**config.mk**
```make
export PLATFORM = sky130hd
export DESIGN_NAME = ref_clk_divider
export DESIGN_NICKNAME = d
export VERILOG_FILES = /design/src/rtl/ref_div_pkg.sv /design/src/rtl/ref_div_decode.sv /design/src/rtl/ref_div_counter.sv /design/src/rtl/ref_clk_divider.sv
export SDC_FILE = /design/constraint.sdc
export NUM_CORES = 1
export LEC_CHECK = 0
export BUFFER_PORTS_ARGS = -buffer_cell sky130_fd_sc_hd__buf_4
export CAP_MARGIN = 10
export CORE_AREA = 3 3 40 42
export DETAILED_ROUTE_END_ITERATION = 6
export DIE_AREA = 0 0 43 45
export PLACE_DENSITY = 0.53
export SLEW_MARGIN = 20
export SYNTH_ARGS = -nofsm -noshare
export SYNTH_HDL_FRONTEND = slang
export SYNTH_SLANG_ARGS = --single-unit
```
**constraint.sdc**
```tcl
create_clock -name clk -period 2.9 [get_ports clk]
set_clock_uncertainty 0.1 [all_clocks]
set_input_delay 0.29 -clock clk [delete_from_list [all_inputs] [get_ports clk]]
set_output_delay 0.29 -clock clk [all_outputs]
set_load 0.01 [all_outputs]
```
**src/rtl/ref_div_pkg.sv**
```systemverilog
package ref_div_pkg;

  typedef enum logic [1:0] {
    MODE_BYPASS   = 2'd0,
    MODE_DIVIDE   = 2'd1,
    MODE_FALLBACK = 2'd2
  } div_mode_e;

endpackage

```
**src/rtl/ref_div_decode.sv**
```systemverilog
module ref_div_decode
  import ref_div_pkg::*;
#(
  parameter int CODE_W    = 3,
  parameter int MIN_RATIO = 2,
  parameter int CNT_W     = 3
) (
  input  logic              bypass_i,
  input  logic [CODE_W-1:0] code_i,
  output logic [CNT_W-1:0]  ratio_o,
  output div_mode_e         mode_o
);

  localparam logic [CODE_W-1:0] MIN_CODE = CODE_W'(MIN_RATIO);

  always_comb begin
    if (bypass_i) begin
      mode_o  = MODE_BYPASS;
      ratio_o = CNT_W'(1);
    end else if (code_i < MIN_CODE) begin
      mode_o  = MODE_FALLBACK;
      ratio_o = CNT_W'(MIN_RATIO);
    end else begin
      mode_o  = MODE_DIVIDE;
      ratio_o = CNT_W'(code_i);
    end
  end

endmodule

```
**src/rtl/ref_div_counter.sv**
```systemverilog
module ref_div_counter #(
  parameter int CNT_W = 3
) (
  input  logic             clk,
  input  logic             rst,
  input  logic [CNT_W-1:0] next_ratio_i,
  output logic             wrap_o
);

  logic [CNT_W-1:0] count_q;
  logic [CNT_W-1:0] active_q;

  assign wrap_o = (count_q == active_q - CNT_W'(1));

  always_ff @(posedge clk) begin
    if (rst) begin
      count_q  <= '0;
      active_q <= next_ratio_i;
    end else if (wrap_o) begin
      count_q  <= '0;
      active_q <= next_ratio_i;
    end else begin
      count_q  <= count_q + CNT_W'(1);
    end
  end

endmodule

```
**src/rtl/ref_clk_divider.sv**
```systemverilog
module ref_clk_divider
  import ref_div_pkg::*;
#(
  parameter int CODE_W    = 3,
  parameter int MIN_RATIO = 2
) (
  input  logic              clk,
  input  logic              rst,
  input  logic              bypass_i,
  input  logic [CODE_W-1:0] ratio_code_i,
  output logic              tick_o,
  output logic              bad_code_o
);

  localparam int MAX_RATIO = (1 << CODE_W) - 1;
  localparam int CNT_W     = $clog2(MAX_RATIO + 1);

  logic [CNT_W-1:0] next_ratio;
  div_mode_e        next_mode;
  logic             wrap;

  ref_div_decode #(
    .CODE_W   (CODE_W),
    .MIN_RATIO(MIN_RATIO),
    .CNT_W    (CNT_W)
  ) u_decode (
    .bypass_i(bypass_i),
    .code_i  (ratio_code_i),
    .ratio_o (next_ratio),
    .mode_o  (next_mode)
  );

  ref_div_counter #(
    .CNT_W(CNT_W)
  ) u_counter (
    .clk         (clk),
    .rst         (rst),
    .next_ratio_i(next_ratio),
    .wrap_o      (wrap)
  );

  always_ff @(posedge clk) begin
    if (rst) begin
      tick_o     <= 1'b0;
      bad_code_o <= 1'b0;
    end else begin
      tick_o     <= wrap;
      bad_code_o <= (next_mode == MODE_FALLBACK);
    end
  end

endmodule

```
After elaboration in Yosys (flattened, before gate mapping)
Index checks and enable logic that the tools add are counted.
{ "totals": {"regBits": 8, "output_inout_bits": 2, "wordCells": 17} }
{ "classes": {"n_addsub": 2, "n_lt_le_gt_ge": 1, "n_eq_ne": 2, "mux": 6, "reduce_logical": 2} }
{ "op_table": {"columns": ["op", "count"], "rows": [
  ["$mux 3", 4],
  ["$mux 2", 2],
  ["$add 3x1->3 const B", 1],
  ["$eq 3x3->1", 1],
  ["$lt 3x2->1 const B", 1],
  ["$sub 3x1->3 const B", 1],
  ["$eq 2x2->1 const B", 1],
  ["$reduce_bool 2->1", 1],
  ["$reduce_or 2->1", 1]
]} }

Longest topological paths before layout
Gate-level depths: netlist of the first run.
{ "logic_depth": {"word_depth": 5, "mapped_depth": 5, "depth_no_buf": 5} }

Hierarchy
From an unflattened synthesis of the first run, not the netlist that was laid out.
{ "hier_totals": {"hier_cells": 36, "area_unflattened_um2": 412.9} }
{ "by_module_without_submodules": {"columns": ["module", "n_inst", "cells_per_inst", "area_each_um2", "seq_area_each_um2"], "rows": [
  ["ref_div_counter", 1, 24, 315.3, 150.1],
  ["ref_clk_divider", 1, 4, 58.8, 40.0],
  ["ref_div_decode", 1, 8, 38.8, 0.0]
]} }

Worst setup path before layout of the first run
Ideal clock, no wire load.
{ "synth_path": {"path_kind": "flip-flop to flip-flop", "from": "register u_counter.active_q[0]", "to": "register u_counter.active_q[0], enable pin", "setup_ps": 302, "t_arrival_ps": 1331, "t_required_ps": 2498, "setup_slack_ps": 1168, "stages_incl_launch_ff": 6, "n_path_buf": 0, "cell_sequence": "edfxtp_1 inv_1 ha_1 xor3_2 nor3_2 or2_1"} }
{ "synth_via": {"elab_chain_cells": 3} }
{ "synth_rtl": {"columns": ["element", "line", "source"], "rows": [
  ["from (decl)", "ref_div_counter.sv:11", "logic [CNT_W-1:0] active_q;"],
  ["from (signal assigned)", "ref_div_counter.sv:18", "active_q <= next_ratio_i;"],
  ["from (signal assigned)", "ref_div_counter.sv:21", "active_q <= next_ratio_i;"],
  ["$sub 3x1->3", "ref_div_counter.sv:13", "assign wrap_o = (count_q == active_q - CNT_W'(1));"],
  ["$eq 3x3->1", "ref_div_counter.sv:13", null],
  ["$reduce_bool 2->1 (no source line)", null, null]
]} }
Every way passes these cells.
A chain may end at the register's enable or synchronous reset.

Worst setup path in the final report of the first run
Ends and elaborated chain as after synthesis.

==> results of run 1 <==
[sequential cells by signal, summed over array words and instances, names as in the netlist]
signal and cells:
tick_o 1, u_counter.active_q 3, bad_code_o 1, u_counter.count_q 3
[per-stage QoR]
stage                     worst slack, ns  area [um^2]  hold WS, ns  power (uW)  cells
after global placement               1.07          452        0.363         297     55
after floorplan                      1.17          380        0.259         270     33
after detailed placement            0.996          452        0.367         309     55
after global routing                0.862          478        0.104         427     59
final                                1.01          478        0.103         397     59
after CTS                           0.988          478       0.0966         401     59
[power by group]
group / switching [uW] / total, uW / internal [uW]
sequential: 20.0 / 169 / 149
clock: 40.5 / 93.4 / 52.8
combinational: 66.8 / 135 / 67.9
[metal layers]
| layer | routed length [um] | vias up | share of wire |
|---|---|---|---|
| met2 | 349 | 11 | 0.51 |
| met1 | 260 | 127 | 0.38 |
| met3 | 44 | 5 | 0.064 |
| met5 | 0 | - | 0 |
| met4 | 28 | 0 | 0.041 |
| li1 | - | 139 | - |
[cell type report]
| class | instances | area share |
|---|---|---|
| sequential | 8 | 0.398 |
| multi-input combinational | 20 | 0.359 |
| timing repair buffer | 7 | 0.110 |
| clock buffer | 4 | 0.0550 |
| inverter | 5 | 0.0393 |
| tap | 15 | 0.0393 |
[critical path, cell delays in order (launching register included)]
cell and delay (ns):
edfxtp_1 0.42, inv_1 0.08, ha_1 0.24, xor3_2 0.38, nor3_2 0.18, or2_1 0.19
[layout by cell type (no fill, tap or decap), types with 2 or more instances in the layout]
cell and instances:
xnor2_1 3, o311ai_0 2, a21oi_1 2, ha_1 2
dfxtp_1 5, buf_4 7, edfxtp_1 3, nor4_1 2
clkbuf_4 3, inv_1 5
[cells by family (layout without fill, tap and decap cells)]
kind of cell / count (synthesis) / in the layout / synth area share
AOI/OAI and AO/OA: 5 / 5 / 0.0855
xor gates and xnor gates: 5 / 5 / 0.158
adders and majority gates: 2 / 2 / 0.0658
buffers and inverters: 5 / 16 / 0.0493
DFF: 8 / 8 / 0.500
and+or+nand+nor: 8 / 8 / 0.141
[worst paths after layout]
kind	slack, ns	startpoint	depth (start not counted)	endpoint
hold reg to reg	0.39	u_counter.count_q[0]$_SDFF_PP0_	1	u_counter.count_q[0]$_SDFF_PP0_
setup reg to reg	1.01	u_counter.active_q[0]$_SDFFCE_PP1P_	5	u_counter.active_q[0]$_SDFFCE_PP1P_
hold / removal	0.10	ratio_code_i[1]	2	bad_code_o$_SDFF_PP0_
setup / recovery	1.01	u_counter.active_q[0]$_SDFFCE_PP1P_	5	u_counter.active_q[0]$_SDFFCE_PP1P_
==> impl_metrics.toml, run 1 <==
[logic_synthesis]
syn_inst = 33
synth-async-reset-ratio = 0
synth_area_um2 = 380
synth_edf_count = 3
synth_area_per_cell_um2 = 11.5
synth_nets = 41
synth_top_area_frac = 0.263
synth_flop_cell = "dfxtp_1"
yosysWarnings = 0
synth.distinct_cells = 17
synth_seq_area_share = 0.500
synth_seq_cells = 8
synth.area.top_cells = "dfxtp_1 26%, edfxtp_1 24%, xnor2_1 6.9%, ha_1 6.6%, xor3_2 6.6%"
synthTopCellsByCount = "5 x dfxtp_1, 5 x inv_1, 3 x edfxtp_1, 3 x xnor2_1"
synth_top_area_cell = "dfxtp_1"

[cts]
postCtsHoldBufs = 0
cts_htree_levels = 1
numCtsBuffers = 3
worstSkewPairLatency_ns = 0.25
cts.sinks = 8
clkTransAtPathRegs_ns = 0.06
postCtsSetupBuffers = 0
cts-resized-gates = 0
cts-root-buf = "clkbuf_4"
cts_tree = "done"
cts_buffer_depth = 2

[power_and_ir_drop]
vdd_drop_max_uv = 360
power.density_nw_per_um2 = 831
p_leak_uw = 0.000199

[setup_path]
start_kind = "register"
worstPathRequired_ns = 2.76
end_kind = "register"
worst-setup-path-type = "reg -> reg"
cp_max_fo = 3
arrival_ns = 1.75

[sta]
rsz0062_at_grt = "false"
post-route-period-util = 0.650
setup_viol = 0
setup_tns_ns = 0
hold_viol_final = 0
relSlewSlack = 0.761
slew_violations = 0
worst_pin_slew_ns = 0.356
max_freq_mhz = 530
period_needed_ns = 1.89

[placed_design]
place.gp.congestion = 0.734
port_buffers = 7
dp_hpwl_um = 544

[grt]
busiest_layer = "met2"
grt.met2_usage = 0.162
grtUsageMet1 = 0.0813
grt_use_total = 0.0906
grt_remaining_overflow = 0
met3_usage = 0.0239
grt_max_degree = 7
grt_pass1_vias = 301
antenna_found_initial = 0
grt_pass1_wl_mm = 1.23

[floorplanning]
die_h_um = 45
core-area_um2 = 1280
die_width_um = 43
dieArea_um2 = 1940
ios = 8
initial_core_util = 0.296
rows = 13

[outcome]
status = "completed"

[route]
vias = 282
drc = 0
dr.pass1.iters = 4
vias_per_cell = 4.78
wl_um = 683
ant_nets = 0
drtIter0Drc = 8
wl_per_cell_um = 11.6

[flow_run]
drv_cap = 0

[final_layout]
num_antenna_cells = 0
num-fill-cells = 129
regArea_um2 = 190
area_delta_synth_final_pct = 25.7
drive_above_1_share = 0.273
multi_input_area_um2 = 171
layout.nets = 53
finish.utilization = 0.372

[worst_hold_path]
worstHoldPathType = "in -> reg"
(Power assumes the default switching activity.)
==> run 2: changes to the inputs <==
--- a/config.mk
+++ b/config.mk
@@ -5,6 +5,7 @@
 export SDC_FILE = /design/constraint.sdc
 export NUM_CORES = 1
 export LEC_CHECK = 0
+export ABC_AREA = 1
 export BUFFER_PORTS_ARGS = -buffer_cell sky130_fd_sc_hd__buf_4
 export CAP_MARGIN = 10
 export CORE_AREA = 3 3 40 42
==> constraint.sdc (replaced) <==
create_clock -name clk -period 1.7 [get_ports clk]
set_clock_uncertainty 0.1 [all_clocks]
set_input_delay 0.17 -clock clk [delete_from_list [all_inputs] [get_ports clk]]
set_output_delay 0.17 -clock clk [all_outputs]
set_load 0.01 [all_outputs]
==> impl_metrics.toml, run 2 <==
[logic_synthesis]
synth_area_um2 = 364
synth_top_family_by_area = "simple AND/OR/NAND/NOR gates"
synthTopCellsByCount = "10 x inv_1, 10 x nand2_1, 10 x nor2_1"
synth_seq_cells = 8
synth_edf_count = 3
synthAdderAreaFrac = 0.0687
synth_area_per_cell_um2 = 8.09
syn_inst = 45
synth_seq_area_share = 0.522
synth-async-reset-ratio = 0
synth_mux_area_frac = 0
synth_xor_area_frac = 0.0481
synth.distinct_cells = 10
yosysWarnings = 0
synth_top_area_frac = 0.275
yosys.area_share.simple = 0.237
synth_top_area_cell = "dfxtp_1"
synth_flop_cell = "dfxtp_1"
synth.area.top_cells = "dfxtp_1 27%, edfxtp_1 25%, inv_1 10%, nand2_1 10%, nor2_1 10%"
synth_nets = 53
synth_compound_area_frac = 0.0206

[cts]
postCtsHoldBufs = 1
cts.sinks = 8
cts_tree = "done"
cts_buffer_depth = 2
numCtsBuffers = 3
cts-resized-gates = 0
cts-root-buf = "clkbuf_4"
postCtsSetupBuffers = 0
clkTransAtPathRegs_ns = 0.06
worstSkewPairLatency_ns = 0.26
cts_htree_levels = 1

[sta]
setup_slack_ns = 0.187
setup_viol = 0
slew_violations = 0
period_needed_ns = 1.51
post-route-period-util = 0.890
hold_viol_final = 0
relSlewSlack = 0.910
worst_pin_slew_ns = 0.135
setup_tns_ns = 0
rsz0062_at_grt = "false"
max_freq_mhz = 661

[setup_path]
worstPathRequired_ns = 1.56
crit_slowest_cell = "edfxtp_1"
end_kind = "register"
cp_max_fo = 6
slowest_delay_ns = 0.38
arrival_ns = 1.37
regToRegEndpoint = "u_counter.active_q[0]$_SDFFCE_PP1P_"
worst-setup-path-type = "reg -> reg"
reg2reg_from = "u_counter.active_q[0]$_SDFFCE_PP1P_"
crit_chain = "inv_1, ha_1, xnor2_1, nor2_1, nand2_1, nand2_2"
rrSetupSlack_ns = 0.19
start_kind = "register"
rr_worst_depth = 6
critPathLaunch = "u_counter.active_q[0]$_SDFFCE_PP1P_"

[route]
vias = 279
dr.pass1.iters = 4
vias_per_cell = 3.88
wl_per_cell_um = 7.64
wl_um = 550
drc = 0
ant_nets = 0
drtIter0Drc = 7

[floorplanning]
dieArea_um2 = 1940
die_h_um = 45
rows = 13
initial_core_util = 0.283
die_width_um = 43
ios = 8
core-area_um2 = 1280

[final_layout]
final_cell_mix = "10 x inv_1, 10 x nand2_1, 10 x nor2_1"
num_antenna_cells = 0
num-fill-cells = 137
layout.nets = 66
drive_above_1_share = 0.193
top_regs = "u_counter.active_q x3, u_counter.count_q x3"
area_delta_synth_final_pct = 29.6

[grt]
antenna_found_initial = 0
met3_usage = 0.0120
grt_remaining_overflow = 0
grtUsageMet1 = 0.0784
grt.met2_usage = 0.105
grt_pass1_wl_um = 959
grt_use_total = 0.0737
grt_pass1_vias = 264
busiest_layer = "met4"
grt_max_degree = 7

[worst_hold_path]
worstHoldPathType = "in -> reg"
hold_end = "bad_code_o$_SDFF_PP0_"
hold_start = "ratio_code_i[1]"
hold_path_depth = 4

[placed_design]
dp_slack_ns = 0.171
place.gp.congestion = 0.630
dp_hpwl_um = 434
port_buffers = 7

[power_and_ir_drop]
vdd_drop_max_uv = 440
power.density_nw_per_um2 = 1300
p_leak_uw = 0.000239

[outcome]
status = "completed"

[flow_run]
drv_cap = 0
-- run 2: how the worst max path moves through the flow --
stage                                           to  slack (ns)  cells past startpoint
6_report       u_counter.active_q[0]$_SDFFCE_PP1P_        0.19                      6
5_1_grt        u_counter.active_q[0]$_SDFFCE_PP1P_        0.07                      6
4_1_cts        u_counter.active_q[0]$_SDFFCE_PP1P_        0.17                      6
3_5_place_dp   u_counter.active_q[0]$_SDFFCE_PP1P_        0.17                      6
3_3_place_gp   u_counter.active_q[0]$_SDFFCE_PP1P_        0.18                      6
2_1_floorplan  u_counter.active_q[0]$_SDFFCE_PP1P_        0.26                      6
-- run 2: power by group --
part | switching (uW) | total, uW | internal, uW
Sequential | 26.9 | 278 | 252
Clock | 67.6 | 158 | 90.0
Combinational | 92.1 | 176 | 83.5
-- run 2: metrics by stage --
stage | std cells | total power, uW | util | hold slack (ns) | area (um^2)
3_3_place_gp | 67 | 457 | 0.339 | 0.249 | 435
4_1_cts | 72 | 625 | 0.367 | 0.0678 | 472
6_report | 72 | 611 | 0.367 | 0.0705 | 472
2_1_floorplan | 45 | 413 | - | 0.142 | 364
3_5_place_dp | 67 | 461 | 0.339 | 0.249 | 435
5_1_grt | 72 | 674 | 0.367 | 0.108 | 472
-- run 2: logic make-up after synthesis --
| family | after synthesis |
|---|---|
| adder cells (fa/ha/maj) | 2 |
| XOR/XNOR | 2 |
| AND/OR/NAND/NOR | 22 |
| buffers and inverters | 10 |
| AO/OA/AOI/OAI | 1 |
| flip-flops | 8 |
-- run 2: cell type report --
| class | count | area (um^2) | area share |
|---|---|---|---|
| tap | 15 | 18.8 | 0.0398 |
| inverter | 10 | 37.5 | 0.0796 |
| multi-input combinational | 27 | 136 | 0.289 |
| sequential | 8 | 190 | 0.403 |
| timing repair buffer | 8 | 62.6 | 0.133 |
| clock buffer | 4 | 26.3 | 0.0557 |
-- run 2: per-layer routing --
layer  share of wire  up-vias
met4           0.035        0
met3          0.0091        3
met1            0.46      117
met2            0.50        3
met5               0        -
li1                -      156
-- run 2: worst max-delay path, delay by kind of cell, from the launching register on --
kind,cells,cell delay (ns)
XOR/XNOR,1,0.12
buffers and inverters,1,0.08
adder cells (fa/ha/maj),1,0.24
flip-flops,1,0.38
AND/OR/NAND/NOR,3,0.29
